### src/rtl/eb_pkg.sv
package eb_pkg;
    localparam int PW   = 16;
    localparam int OW   = 32;
    localparam int IDW  = 12;
    localparam int NPAD = 7;

    localparam logic [3:0]    TAG_PFTR  = 4'hF;
    localparam logic [3:0]    TAG_SHDR  = 4'hB;
    localparam logic [3:0]    TAG_SFTR  = 4'hE;
    localparam logic [PW-1:0] FILL_WORD = 16'hD000;

    typedef enum logic [2:0] {
        S_IDLE, S_HDR, S_PAD, S_FLUSH, S_TRG, S_FTR
    } bld_state_e;

    typedef struct packed {
        logic [IDW-1:0] evid;
        logic [IDW-1:0] bcid;
    } acc_t;
endpackage

### src/rtl/eb_fifo.sv
module eb_fifo #(
    parameter int W     = 32,
    parameter int DEPTH = 16
) (
    input  logic         clk,
    input  logic         rst_n,
    input  logic         wr_en,
    input  logic [W-1:0] wr_data,
    input  logic         rd_en,
    output logic [W-1:0] rd_data,
    output logic         empty,
    output logic         full
);
    localparam int AW = (DEPTH > 1) ? $clog2(DEPTH) : 1;
    localparam int CW = $clog2(DEPTH + 1);

    typedef struct packed {
        logic [AW-1:0] rp;
        logic [AW-1:0] wp;
        logic [CW-1:0] cnt;
    } fifo_reg_t;

    fifo_reg_t    r_q, r_d;
    logic [W-1:0] mem_q [DEPTH];
    logic         do_wr, do_rd;

    assign empty   = (r_q.cnt == '0);
    assign full    = (r_q.cnt == CW'(DEPTH));
    assign do_wr   = wr_en && !full;
    assign do_rd   = rd_en && !empty;
    assign rd_data = mem_q[r_q.rp];

    always_comb begin
        r_d = r_q;
        if (do_wr) r_d.wp = (r_q.wp == AW'(DEPTH - 1)) ? '0 : r_q.wp + 1'b1;
        if (do_rd) r_d.rp = (r_q.rp == AW'(DEPTH - 1)) ? '0 : r_q.rp + 1'b1;
        case ({do_wr, do_rd})
            2'b10:   r_d.cnt = r_q.cnt + 1'b1;
            2'b01:   r_d.cnt = r_q.cnt - 1'b1;
            default: r_d.cnt = r_q.cnt;
        endcase
    end

    always_ff @(posedge clk) begin
        if (!rst_n) r_q <= '0;
        else        r_q <= r_d;
    end

    always_ff @(posedge clk) begin
        if (do_wr) mem_q[r_q.wp] <= wr_data;
    end
endmodule

### src/rtl/eb_pad_sel.sv
module eb_pad_sel
    import eb_pkg::*;
(
    input  logic [NPAD-1:0]    valid_i,
    input  logic [NPAD*PW-1:0] data_i,
    input  logic [2:0]         sel_i,
    input  logic               pop_i,
    output logic               sel_valid_o,
    output logic [PW-1:0]      sel_data_o,
    output logic [NPAD-1:0]    pop_o
);
    always_comb begin
        sel_valid_o = 1'b0;
        sel_data_o  = '0;
        for (int i = 0; i < NPAD; i++) begin
            if (sel_i == 3'(i)) begin
                sel_valid_o = valid_i[i];
                sel_data_o  = data_i[i*PW +: PW];
            end
        end
    end

    for (genvar g = 0; g < NPAD; g++) begin : g_pop
        assign pop_o[g] = pop_i && (sel_i == 3'(g));
    end
endmodule

### src/rtl/eb_builder.sv
module eb_builder
    import eb_pkg::*;
#(
    parameter int TMO_CYC = 64
) (
    input  logic          clk,
    input  logic          rst_n,
    input  logic          acc_empty_i,
    input  acc_t          acc_i,
    output logic          acc_pop_o,
    output logic [2:0]    psel_o,
    input  logic          pvalid_i,
    input  logic [PW-1:0] pdata_i,
    output logic          ppop_o,
    input  logic          trg_valid_i,
    input  logic [OW-1:0] trg_data_i,
    output logic          trg_pop_o,
    input  logic          stall_i,
    output logic          wr_en_o,
    output logic [OW-1:0] wr_data_o
);
    localparam int TW = $clog2(TMO_CYC + 1);

    typedef struct packed {
        bld_state_e     st;
        logic [2:0]     idx;
        logic [IDW-1:0] evid;
        logic [IDW-1:0] bcid;
        logic [PW-1:0]  half;
        logic           hv;
        logic [7:0]     err;
        logic [TW-1:0]  tmo;
    } bld_reg_t;

    bld_reg_t r_q, r_d;
    logic     adv;
    logic     is_ftr;
    logic     tmo_hit;

    assign psel_o  = r_q.idx;
    assign is_ftr  = (pdata_i[PW-1:PW-4] == TAG_PFTR);
    assign tmo_hit = (r_q.tmo == TW'(TMO_CYC - 1));

    always_comb begin
        r_d       = r_q;
        adv       = 1'b0;
        acc_pop_o = 1'b0;
        ppop_o    = 1'b0;
        trg_pop_o = 1'b0;
        wr_en_o   = 1'b0;
        wr_data_o = '0;
        case (r_q.st)
            S_IDLE: begin
                if (!acc_empty_i) begin
                    acc_pop_o = 1'b1;
                    r_d.evid  = acc_i.evid;
                    r_d.bcid  = acc_i.bcid;
                    r_d.err   = '0;
                    r_d.st    = S_HDR;
                end
            end
            S_HDR: begin
                if (!stall_i) begin
                    wr_en_o   = 1'b1;
                    wr_data_o = {TAG_SHDR, r_q.evid, 4'h0, r_q.bcid};
                    r_d.st    = S_PAD;
                    r_d.idx   = '0;
                    r_d.hv    = 1'b0;
                    r_d.tmo   = '0;
                end
            end
            S_PAD: begin
                if (pvalid_i) begin
                    r_d.tmo = '0;
                    if (r_q.hv) begin
                        if (!stall_i) begin
                            wr_en_o   = 1'b1;
                            wr_data_o = {pdata_i, r_q.half};
                            ppop_o    = 1'b1;
                            r_d.hv    = 1'b0;
                            adv       = is_ftr;
                        end
                    end else begin
                        ppop_o   = 1'b1;
                        r_d.half = pdata_i;
                        r_d.hv   = 1'b1;
                        if (is_ftr) r_d.st = S_FLUSH;
                    end
                end else if (tmo_hit) begin
                    r_d.err[r_q.idx] = 1'b1;
                    if (r_q.hv) r_d.st = S_FLUSH;
                    else        adv    = 1'b1;
                end else begin
                    r_d.tmo = r_q.tmo + 1'b1;
                end
            end
            S_FLUSH: begin
                if (!stall_i) begin
                    wr_en_o   = 1'b1;
                    wr_data_o = {FILL_WORD, r_q.half};
                    r_d.hv    = 1'b0;
                    adv       = 1'b1;
                end
            end
            S_TRG: begin
                if (trg_valid_i) begin
                    if (!stall_i) begin
                        wr_en_o   = 1'b1;
                        wr_data_o = trg_data_i;
                        trg_pop_o = 1'b1;
                        r_d.st    = S_FTR;
                    end
                end else if (tmo_hit) begin
                    r_d.err[7] = 1'b1;
                    r_d.st     = S_FTR;
                end else begin
                    r_d.tmo = r_q.tmo + 1'b1;
                end
            end
            S_FTR: begin
                if (!stall_i) begin
                    wr_en_o   = 1'b1;
                    wr_data_o = {TAG_SFTR, r_q.evid, 8'h00, r_q.err};
                    r_d.st    = S_IDLE;
                end
            end
            default: r_d.st = S_IDLE;
        endcase

        if (adv) begin
            r_d.tmo = '0;
            if (r_q.idx == 3'(NPAD - 1)) begin
                r_d.st = S_TRG;
            end else begin
                r_d.st  = S_PAD;
                r_d.idx = r_q.idx + 3'd1;
            end
        end
    end

    always_ff @(posedge clk) begin
        if (!rst_n) begin
            r_q    <= '0;
            r_q.st <= S_IDLE;
        end else begin
            r_q <= r_d;
        end
    end
endmodule

### src/rtl/event_builder_top.sv
module event_builder_top
    import eb_pkg::*;
#(
    parameter int TMO_CYC   = 64,
    parameter int ACC_DEPTH = 4,
    parameter int OUT_DEPTH = 16,
    parameter int MON_DEPTH = 64
) (
    input  logic               clk,
    input  logic               rst_n,
    input  logic               l1a_i,
    input  logic [IDW-1:0]     l1a_evid_i,
    input  logic [IDW-1:0]     l1a_bcid_i,
    input  logic [NPAD-1:0]    pad_valid_i,
    input  logic [NPAD*PW-1:0] pad_data_i,
    output logic [NPAD-1:0]    pad_pop_o,
    input  logic               trg_valid_i,
    input  logic [OW-1:0]      trg_data_i,
    output logic               trg_pop_o,
    input  logic               out_rd_i,
    output logic               out_valid_o,
    output logic [OW-1:0]      out_data_o,
    input  logic               mon_en_i,
    input  logic               mon_rd_i,
    output logic               mon_valid_o,
    output logic [OW-1:0]      mon_data_o
);
    localparam int AccW = 2 * IDW;

    logic            acc_empty, acc_full, acc_pop;
    logic [AccW-1:0] acc_raw;
    logic [2:0]      psel;
    logic            pvalid, ppop;
    logic [PW-1:0]   pdata;
    logic            bld_wr, stall;
    logic [OW-1:0]   bld_data;
    logic            out_empty, out_full;
    logic            mon_empty, mon_full, mon_wr;

    assign stall       = out_full || (mon_en_i && mon_full);
    assign mon_wr      = bld_wr && mon_en_i;
    assign out_valid_o = !out_empty;
    assign mon_valid_o = !mon_empty;

    eb_fifo #(.W(AccW), .DEPTH(ACC_DEPTH)) u_acc_q (
        .clk(clk), .rst_n(rst_n),
        .wr_en(l1a_i), .wr_data({l1a_evid_i, l1a_bcid_i}),
        .rd_en(acc_pop), .rd_data(acc_raw),
        .empty(acc_empty), .full(acc_full)
    );

    eb_pad_sel u_sel (
        .valid_i(pad_valid_i), .data_i(pad_data_i), .sel_i(psel), .pop_i(ppop),
        .sel_valid_o(pvalid), .sel_data_o(pdata), .pop_o(pad_pop_o)
    );

    eb_builder #(.TMO_CYC(TMO_CYC)) u_bld (
        .clk(clk), .rst_n(rst_n),
        .acc_empty_i(acc_empty), .acc_i(acc_t'(acc_raw)), .acc_pop_o(acc_pop),
        .psel_o(psel), .pvalid_i(pvalid), .pdata_i(pdata), .ppop_o(ppop),
        .trg_valid_i(trg_valid_i), .trg_data_i(trg_data_i), .trg_pop_o(trg_pop_o),
        .stall_i(stall), .wr_en_o(bld_wr), .wr_data_o(bld_data)
    );

    eb_fifo #(.W(OW), .DEPTH(OUT_DEPTH)) u_out_q (
        .clk(clk), .rst_n(rst_n),
        .wr_en(bld_wr), .wr_data(bld_data),
        .rd_en(out_rd_i), .rd_data(out_data_o),
        .empty(out_empty), .full(out_full)
    );

    eb_fifo #(.W(OW), .DEPTH(MON_DEPTH)) u_mon_q (
        .clk(clk), .rst_n(rst_n),
        .wr_en(mon_wr), .wr_data(bld_data),
        .rd_en(mon_rd_i), .rd_data(mon_data_o),
        .empty(mon_empty), .full(mon_full)
    );
endmodule

### config.mk
export PLATFORM = sky130hd
export DESIGN_NAME = event_builder_top
export DESIGN_NICKNAME = d
export VERILOG_FILES = /design/src/rtl/eb_pkg.sv /design/src/rtl/eb_fifo.sv /design/src/rtl/eb_pad_sel.sv /design/src/rtl/eb_builder.sv /design/src/rtl/event_builder_top.sv
export SDC_FILE = /design/constraint.sdc
export NUM_CORES = 2
export LEC_CHECK = 0
export BUFFER_PORTS_ARGS = -buffer_cell sky130_fd_sc_hd__buf_4
export CAP_MARGIN = 20
export CORE_MARGIN = 10
export CORE_UTILIZATION = 58
export CTS_BUF_LIST = sky130_fd_sc_hd__clkbuf_4 sky130_fd_sc_hd__clkbuf_8
export CTS_CLUSTER_SIZE = 30
export DETAILED_ROUTE_END_ITERATION = 10
export GPL_ROUTABILITY_DRIVEN = 0
export MAX_ROUTING_LAYER = met4
export PLACE_DENSITY = 0.89
export SLEW_MARGIN = 15
export SYNTH_ARGS = -nofsm -noshare
export SYNTH_HDL_FRONTEND = slang
export SYNTH_SLANG_ARGS = --single-unit
### constraint.sdc
create_clock -name clk -period 7.9 [get_ports clk]
set_input_delay 1.975 -clock clk [delete_from_list [all_inputs] [get_ports clk]]
set_output_delay 1.975 -clock clk [all_outputs]
set_load 0.01 [all_outputs]
==> results_tabular.tex, run 1 <==
\begin{tabular}{lr}
\hline
Metric & Value \\
\hline
\multicolumn{2}{l}{\textbf{Outcome}} \\
Result of the run & aborted with a tool error \\
Last stage reached & 5\_2\_route \\
Run Error & [ERROR DRT-0255] Maze Route cannot find path of net clk in worker of routeBox ( 434700 0 ) ( 449590 48300 ). \\
\multicolumn{2}{l}{\textbf{Synthesis}} \\
Ys async rst share & 0\% \\
Number of synthesized register bits & 2767 \\
Syn\_nets & 4954 \\
Distinct cells, synth & 68 \\
Part of the Yosys area used for sequential elements & 76.6\% \\
Yosys warning total & 0 \\
Number of flops mapped to enable cells by yosys & 2656 \\
Flip-flop cell with the highest count after synthesis & edfxtp\_1 \\
Post-Syn Instances & 4744 \\
Netlist area before placement & 107000 um2 \\
Synthesized area divided by synthesized cell count & 22.6 um2 \\
\multicolumn{2}{l}{\textbf{Clock network}} \\
Post-CTS Hold Buffers & 0 \\
Buffers inserted by post-CTS timing repair & 0 \\
Inserted Clock Buffers & 416 \\
Number of buffers between clock root and the deepest sink & 4 \\
Number of cells upsized or downsized after cts & 0 \\
CTS H-tree depth & 5 \\
CTS root buffer & clkbuf\_8 \\
Clock sinks & 2767 \\
\multicolumn{2}{l}{\textbf{GRT}} \\
Number of antenna violations at the first check in global routing & 20 \\
Via count of the first global-routing pass & 57.1k \\
Wire length of the first global-routing pass & 423 mm \\
Overflow left after global routing & 0 \\
Largest net degree at the start of global routing & 115 \\
Total global-route track usage & 30.0\% \\
\multicolumn{2}{l}{\textbf{Placement}} \\
Dpl cells & 7335 \\
Port bufs & 255 \\
Setup Slack @ Placement & 1.49 ns \\
Dpl hpwl & 179 mm \\
\multicolumn{2}{l}{\textbf{Floorplanning}} \\
Count of standard-cell rows & 157 \\
Number of I/O pins & 256 \\
Initial core utilization & 58.4\% \\
Horizontal extent of the die & 450 um \\
Height of the chip & 450 um \\
\hline
\end{tabular}
## through the flow
| step | cell area (um2) | hold WS [ns] |
|---|---|---|
| global route | 122000 | 0.458 |
| detailed placement | 113000 | 0.427 |
| global placement | 113000 | 0.421 |
| floorplan | 107000 | 0.410 |
| CTS | 122000 | 0.436 |
## cell usage after synthesis (all sizes together), types with 3 or more instances
cell | n | share of area (%)
edfxtp | 2656 | 75
mux4 | 850 | 18
clkbuf | 171 | 0.60
nand2 | 164 | 0.58
nor2 | 147 | 0.52
a21oi | 127 | 0.60
dfxtp | 111 | 2.1
buf | 95 | 0.35
o21ai | 58 | 0.27
inv | 42 | 0.15
ha | 26 | 0.30
nor3b | 21 | 0.15
nand3b | 20 | 0.14
xor2 | 19 | 0.16
o221ai | 17 | 0.14
a22oi | 16 | 0.11
nand3 | 15 | 0.075
mux2i | 14 | 0.13
or3 | 13 | 0.076
a222oi | 12 | 0.11
and2 | 12 | 0.070
nand2b | 11 | 0.064
nor2b | 11 | 0.064
nor3 | 10 | 0.047
and3 | 8 | 0.047
or2 | 8 | 0.047
a31oi | 7 | 0.041
nand4 | 7 | 0.055
a221oi | 6 | 0.049
mux2 | 6 | 0.063
o211ai | 6 | 0.042
o21a | 6 | 0.042
xnor2 | 6 | 0.049
a22o | 5 | 0.041
nor4 | 5 | 0.029
a21o | 4 | 0.028
a41oi | 3 | 0.025
o311a | 3 | 0.028
## kinds of logic after synthesis
| group | Yosys count | synth area share (%) |
|---|---|---|
| xor gates and xnor gates | 25 | 0.205 |
| buffers and inverters | 310 | 1.11 |
| AOI/OAI and AO/OA | 287 | 1.67 |
| adders and majority gates | 28 | 0.341 |
| DFF | 2767 | 76.6 |
| and+or+nand+nor | 457 | 2.01 |
| muxes | 870 | 18.1 |
## layer usage
layer	track usage, %
met5	-
met4	15.1
met3	7.63
met2	47.1
met1	36.5
==> run 2: changes to the inputs <==
- CORE_UTILIZATION: 58 -> 40
- CTS_BUF_LIST: sky130_fd_sc_hd__clkbuf_4 sky130_fd_sc_hd__clkbuf_8 -> default
- CTS_CLUSTER_SIZE: 30 -> default
- MAX_ROUTING_LAYER: met4 -> default
- PLACE_DENSITY: 0.89 -> default
- PLACE_DENSITY_LB_ADDON: default -> 0.15
- clock period: 7.9 -> 10.3 ns (I/O delays scaled with it)
==> results_tabular.tex, run 2 <==
\begin{tabular}{lr}
\hline
Metric & Value \\
\hline
\multicolumn{2}{l}{\textbf{Outcome}} \\
Result of the run & finished clean \\
\multicolumn{2}{l}{\textbf{Drt}} \\
Vias post-DR & 51.1k \\
WL final & 288 mm \\
Drt pass-1 iters & 8 \\
Number of violations reported at the end of detailed-routing iteration 0 & 5629 \\
Post-DRT Antenna Nets & 0 \\
WL per Instance & 32.2 um \\
Residual DRC & 0 \\
Vias per cell & 5.71 \\
\multicolumn{2}{l}{\textbf{Critical path}} \\
Worst EP required & 7.73 ns \\
Register-to-register setup slack & 3.67 ns \\
Type of origin of the critical path & register \\
Worst path max stage delay & 0.71 ns \\
Crit path max-delay cell type & dfxtp\_1 \\
Critical R2R Launch & u\_bld.psel\_o[2] \\
Sort of element at the end of the critical path & output pin \\
Buffering stage count on the worst path with inverters included & 2 \\
Number of logic stages on the critical path including buffering & 8 \\
Cell family with the largest share of critical-path delay & simple AND/OR/NAND/NOR gates \\
Critical Path Source & u\_bld.psel\_o[2] \\
Endpoint of the most critical register-to-register path & u\_mon\_q.mem\_q[5][3] \\
Critical path endpoint & pad\_pop\_o[0] \\
Maximum net fanout on the critical path & 19 \\
Arrival time of data at the critical path endpoint & 5.09 ns \\
Cells along the critical path & clkinv\_1 -> ha\_1 -> or2\_1 -> a221o\_1 -> a211oi\_1 -> nand2\_1 -> nor3b\_1 -> buf\_4 \\
FF-to-FF path depth & 9 \\
Critical Setup Path Class & register to output pin \\
\multicolumn{2}{l}{\textbf{Synthesis}} \\
Yosys warning total & 0 \\
Syn\_nets & 4954 \\
Netlist area before placement & 107000 um2 \\
Distinct cells, synth & 68 \\
Number of flops mapped to enable cells by yosys & 2656 \\
Number of synthesized register bits & 2767 \\
Area share of the largest cell type after synthesis & 74.5\% \\
Most repeated cell in the gate-level netlist after synthesis & edfxtp\_1 \\
Area contributors post-synth & edfxtp\_1, mux4\_2, dfxtp\_1 \\
Ys async rst share & 0\% \\
Post-Syn Instances & 4744 \\
Cell accounting for the most synthesized area & edfxtp\_1 \\
Flip-flop cell with the highest count after synthesis & edfxtp\_1 \\
Part of the Yosys area used for sequential elements & 76.6\% \\
Synthesized area divided by synthesized cell count & 22.6 um2 \\
Post-synth top cells & edfxtp\_1, mux4\_2, clkbuf\_1 \\
\multicolumn{2}{l}{\textbf{STA}} \\
Min Tclk post-route & 7.66 ns \\
Max-Slew Margin vs Limit & 25.4\% \\
Clock skew & 0.0459 ns \\
Portion of the clock cycle consumed by the worst path in the final layout & 74.4\% \\
Maximum operating frequency & 130 MHz \\
Final hold violations & 0 \\
Slew at the pin closest to its max-slew limit & 1.12 ns \\
Count of final max-slew check failures & 0 \\
Total of endpoints with negative setup slack in the final report & 0 \\
Setup repair after global routing missed its margin & false \\
Worst hold slack & 0.432 ns \\
TNS Setup & 0 ns \\
\multicolumn{2}{l}{\textbf{GRT}} \\
Total global-route track usage & 19.7\% \\
Wire length of the first global-routing pass & 408 mm \\
Number of antenna violations at the first check in global routing & 22 \\
Largest net degree at the start of global routing & 102 \\
Via count of the first global-routing pass & 53.1k \\
Overflow left after global routing & 0 \\
\multicolumn{2}{l}{\textbf{Finish}} \\
Commonest non-fill, non-tap cells in the layout & edfxtp\_1, mux4\_2, buf\_4 \\
Leading registers by flop count & u\_mon\_q.mem\_q: 2048 flops, u\_out\_q.mem\_q: 512 flops, u\_acc\_q.mem\_q: 96 flops \\
Area growth from synthesis to layout & 15.8\% \\
Share of cells above drive strength 1 & 33.5\% \\
Cell Count, Final, Fillers Out & 8946 \\
Largest register FFs & 2048 \\
Most common cell after layout, fill and taps aside & edfxtp\_1 \\
Biggest register & u\_mon\_q.mem\_q \\
Layout Utilization & 46.6\% \\
NumNets Final & 5398 \\
\multicolumn{2}{l}{\textbf{Clock network}} \\
Post-CTS Hold Buffers & 0 \\
CTS root buffer & clkbuf\_16 \\
Inserted Clock Buffers & 300 \\
CTS H-tree depth & 5 \\
Buffers inserted by post-CTS timing repair & 0 \\
Clk pin slew, worst setup/hold paths & 0.06 ns \\
Number of cells upsized or downsized after cts & 0 \\
CTS tree & done \\
Clock sinks & 2767 \\
Clock insertion delay at the later pin of the skew report & 0.86 ns \\
Number of buffers between clock root and the deepest sink & 4 \\
\multicolumn{2}{l}{\textbf{Power}} \\
Maximum resistive drop on vdd & 0.000206 V \\
Leakage power summed over all cells & 0.0383 uW \\
Pwr/cell area & 224 nW/um2 \\
\multicolumn{2}{l}{\textbf{Placement}} \\
Dpl hpwl & 155 mm \\
Dpl cells & 8417 \\
Port bufs & 255 \\
\multicolumn{2}{l}{\textbf{Floorplanning}} \\
Count of standard-cell rows & 189 \\
Height of the chip & 537 um \\
Area enclosed by the die boundary & 289000 um2 \\
Horizontal extent of the die & 537 um \\
Placeable Area & 266000 um2 \\
Number of I/O pins & 256 \\
Initial core utilization & 40.3\% \\
\multicolumn{2}{l}{\textbf{Job}} \\
Max cap viols & 0 \\
\multicolumn{2}{l}{\textbf{Hold path}} \\
Hold-critical path depth & 2 \\
Worst min path class & register to register \\
\hline
\end{tabular}
-- run 2: cell counts after synthesis --
No cell type changed its count.
-- run 2: worst min-delay path by stage --
stage,slack (ns),start,to
global placement,0.42,u_bld.r_q[6],u_bld.r_q[6]
CTS,0.43,u_bld.r_q[6],u_bld.r_q[6]
finish,0.43,u_bld.r_q[6],u_bld.r_q[6]
detailed placement,0.42,u_bld.r_q[6],u_bld.r_q[6]
floorplan,0.41,u_bld.r_q[6],u_bld.r_q[6]
global route,0.46,u_bld.r_q[6],u_bld.r_q[6]
-- run 2: layout make-up --
type / count / area (um2)
multi-input cells: 1667 / 24700
repair buffers: 408 / 3230
well taps: 3533 / 4420
diodes: 12 / 30.0
clock buffers: 385 / 7970
flip-flops and latches: 2767 / 82000
inverters: 44 / 165
fillers: 22000 / 142000
clock inverters: 130 / 1390
-- run 2: report_power, final --
| group | switching [uW] | total [uW] | internal, uW |
|---|---|---|---|
| clock network | 4280 | 10400 | 6140 |
| registers | 225 | 13200 | 13000 |
| logic | 2400 | 4200 | 1800 |
-- run 2: worst reg2reg max path, cell delays in order, from the launching register on --
cell and delay [ns]:
dfxtp_1 0.71, clkinv_1 0.69, ha_1 0.70, or2_1 0.54
a221o_1 0.41, a2111o_1 0.51, a21boi_4 0.51, nand3_1 0.76
nor2_4 0.96, buf_4 0.50
-- run 2: logic make-up after synthesis --
logic type               count (synthesis)  share of synthesized area (%)
XOR/XNOR                                25                          0.205
AO/OA/AOI/OAI                          287                           1.67
flip-flops                            2767                           76.6
buffers and inverters                  310                           1.11
adder cells (fa/ha/maj)                 28                          0.341
AND/OR/NAND/NOR                        457                           2.01
multiplexers                           870                           18.1
-- run 2: stage by stage --
stage          setup WS, ns  power, uW  cell area (um2)
2_1_floorplan          2.23      16100           107000
3_3_place_gp           3.47      17700           114000
3_5_place_dp           3.38      17700           114000
4_1_cts                2.58      28100           124000
5_1_grt                2.23      28800           124000
6_report               2.64      27800           124000
-- run 2: layer usage --
metal / wire length, um / part of all wire, % / track usage [%] / vias to the layer above
met5: 58 / 0.020 / 0 / -
met4: 7340 / 2.5 / 4.88 / 8
met3: 17600 / 6.1 / 3.73 / 413
met2: 141000 / 49 / 32.3 / 1670
met1: 122000 / 42 / 27.5 / 28000
li1: - / - / - / 21000
No activity file was read; power rests on OpenSTA's default activity.
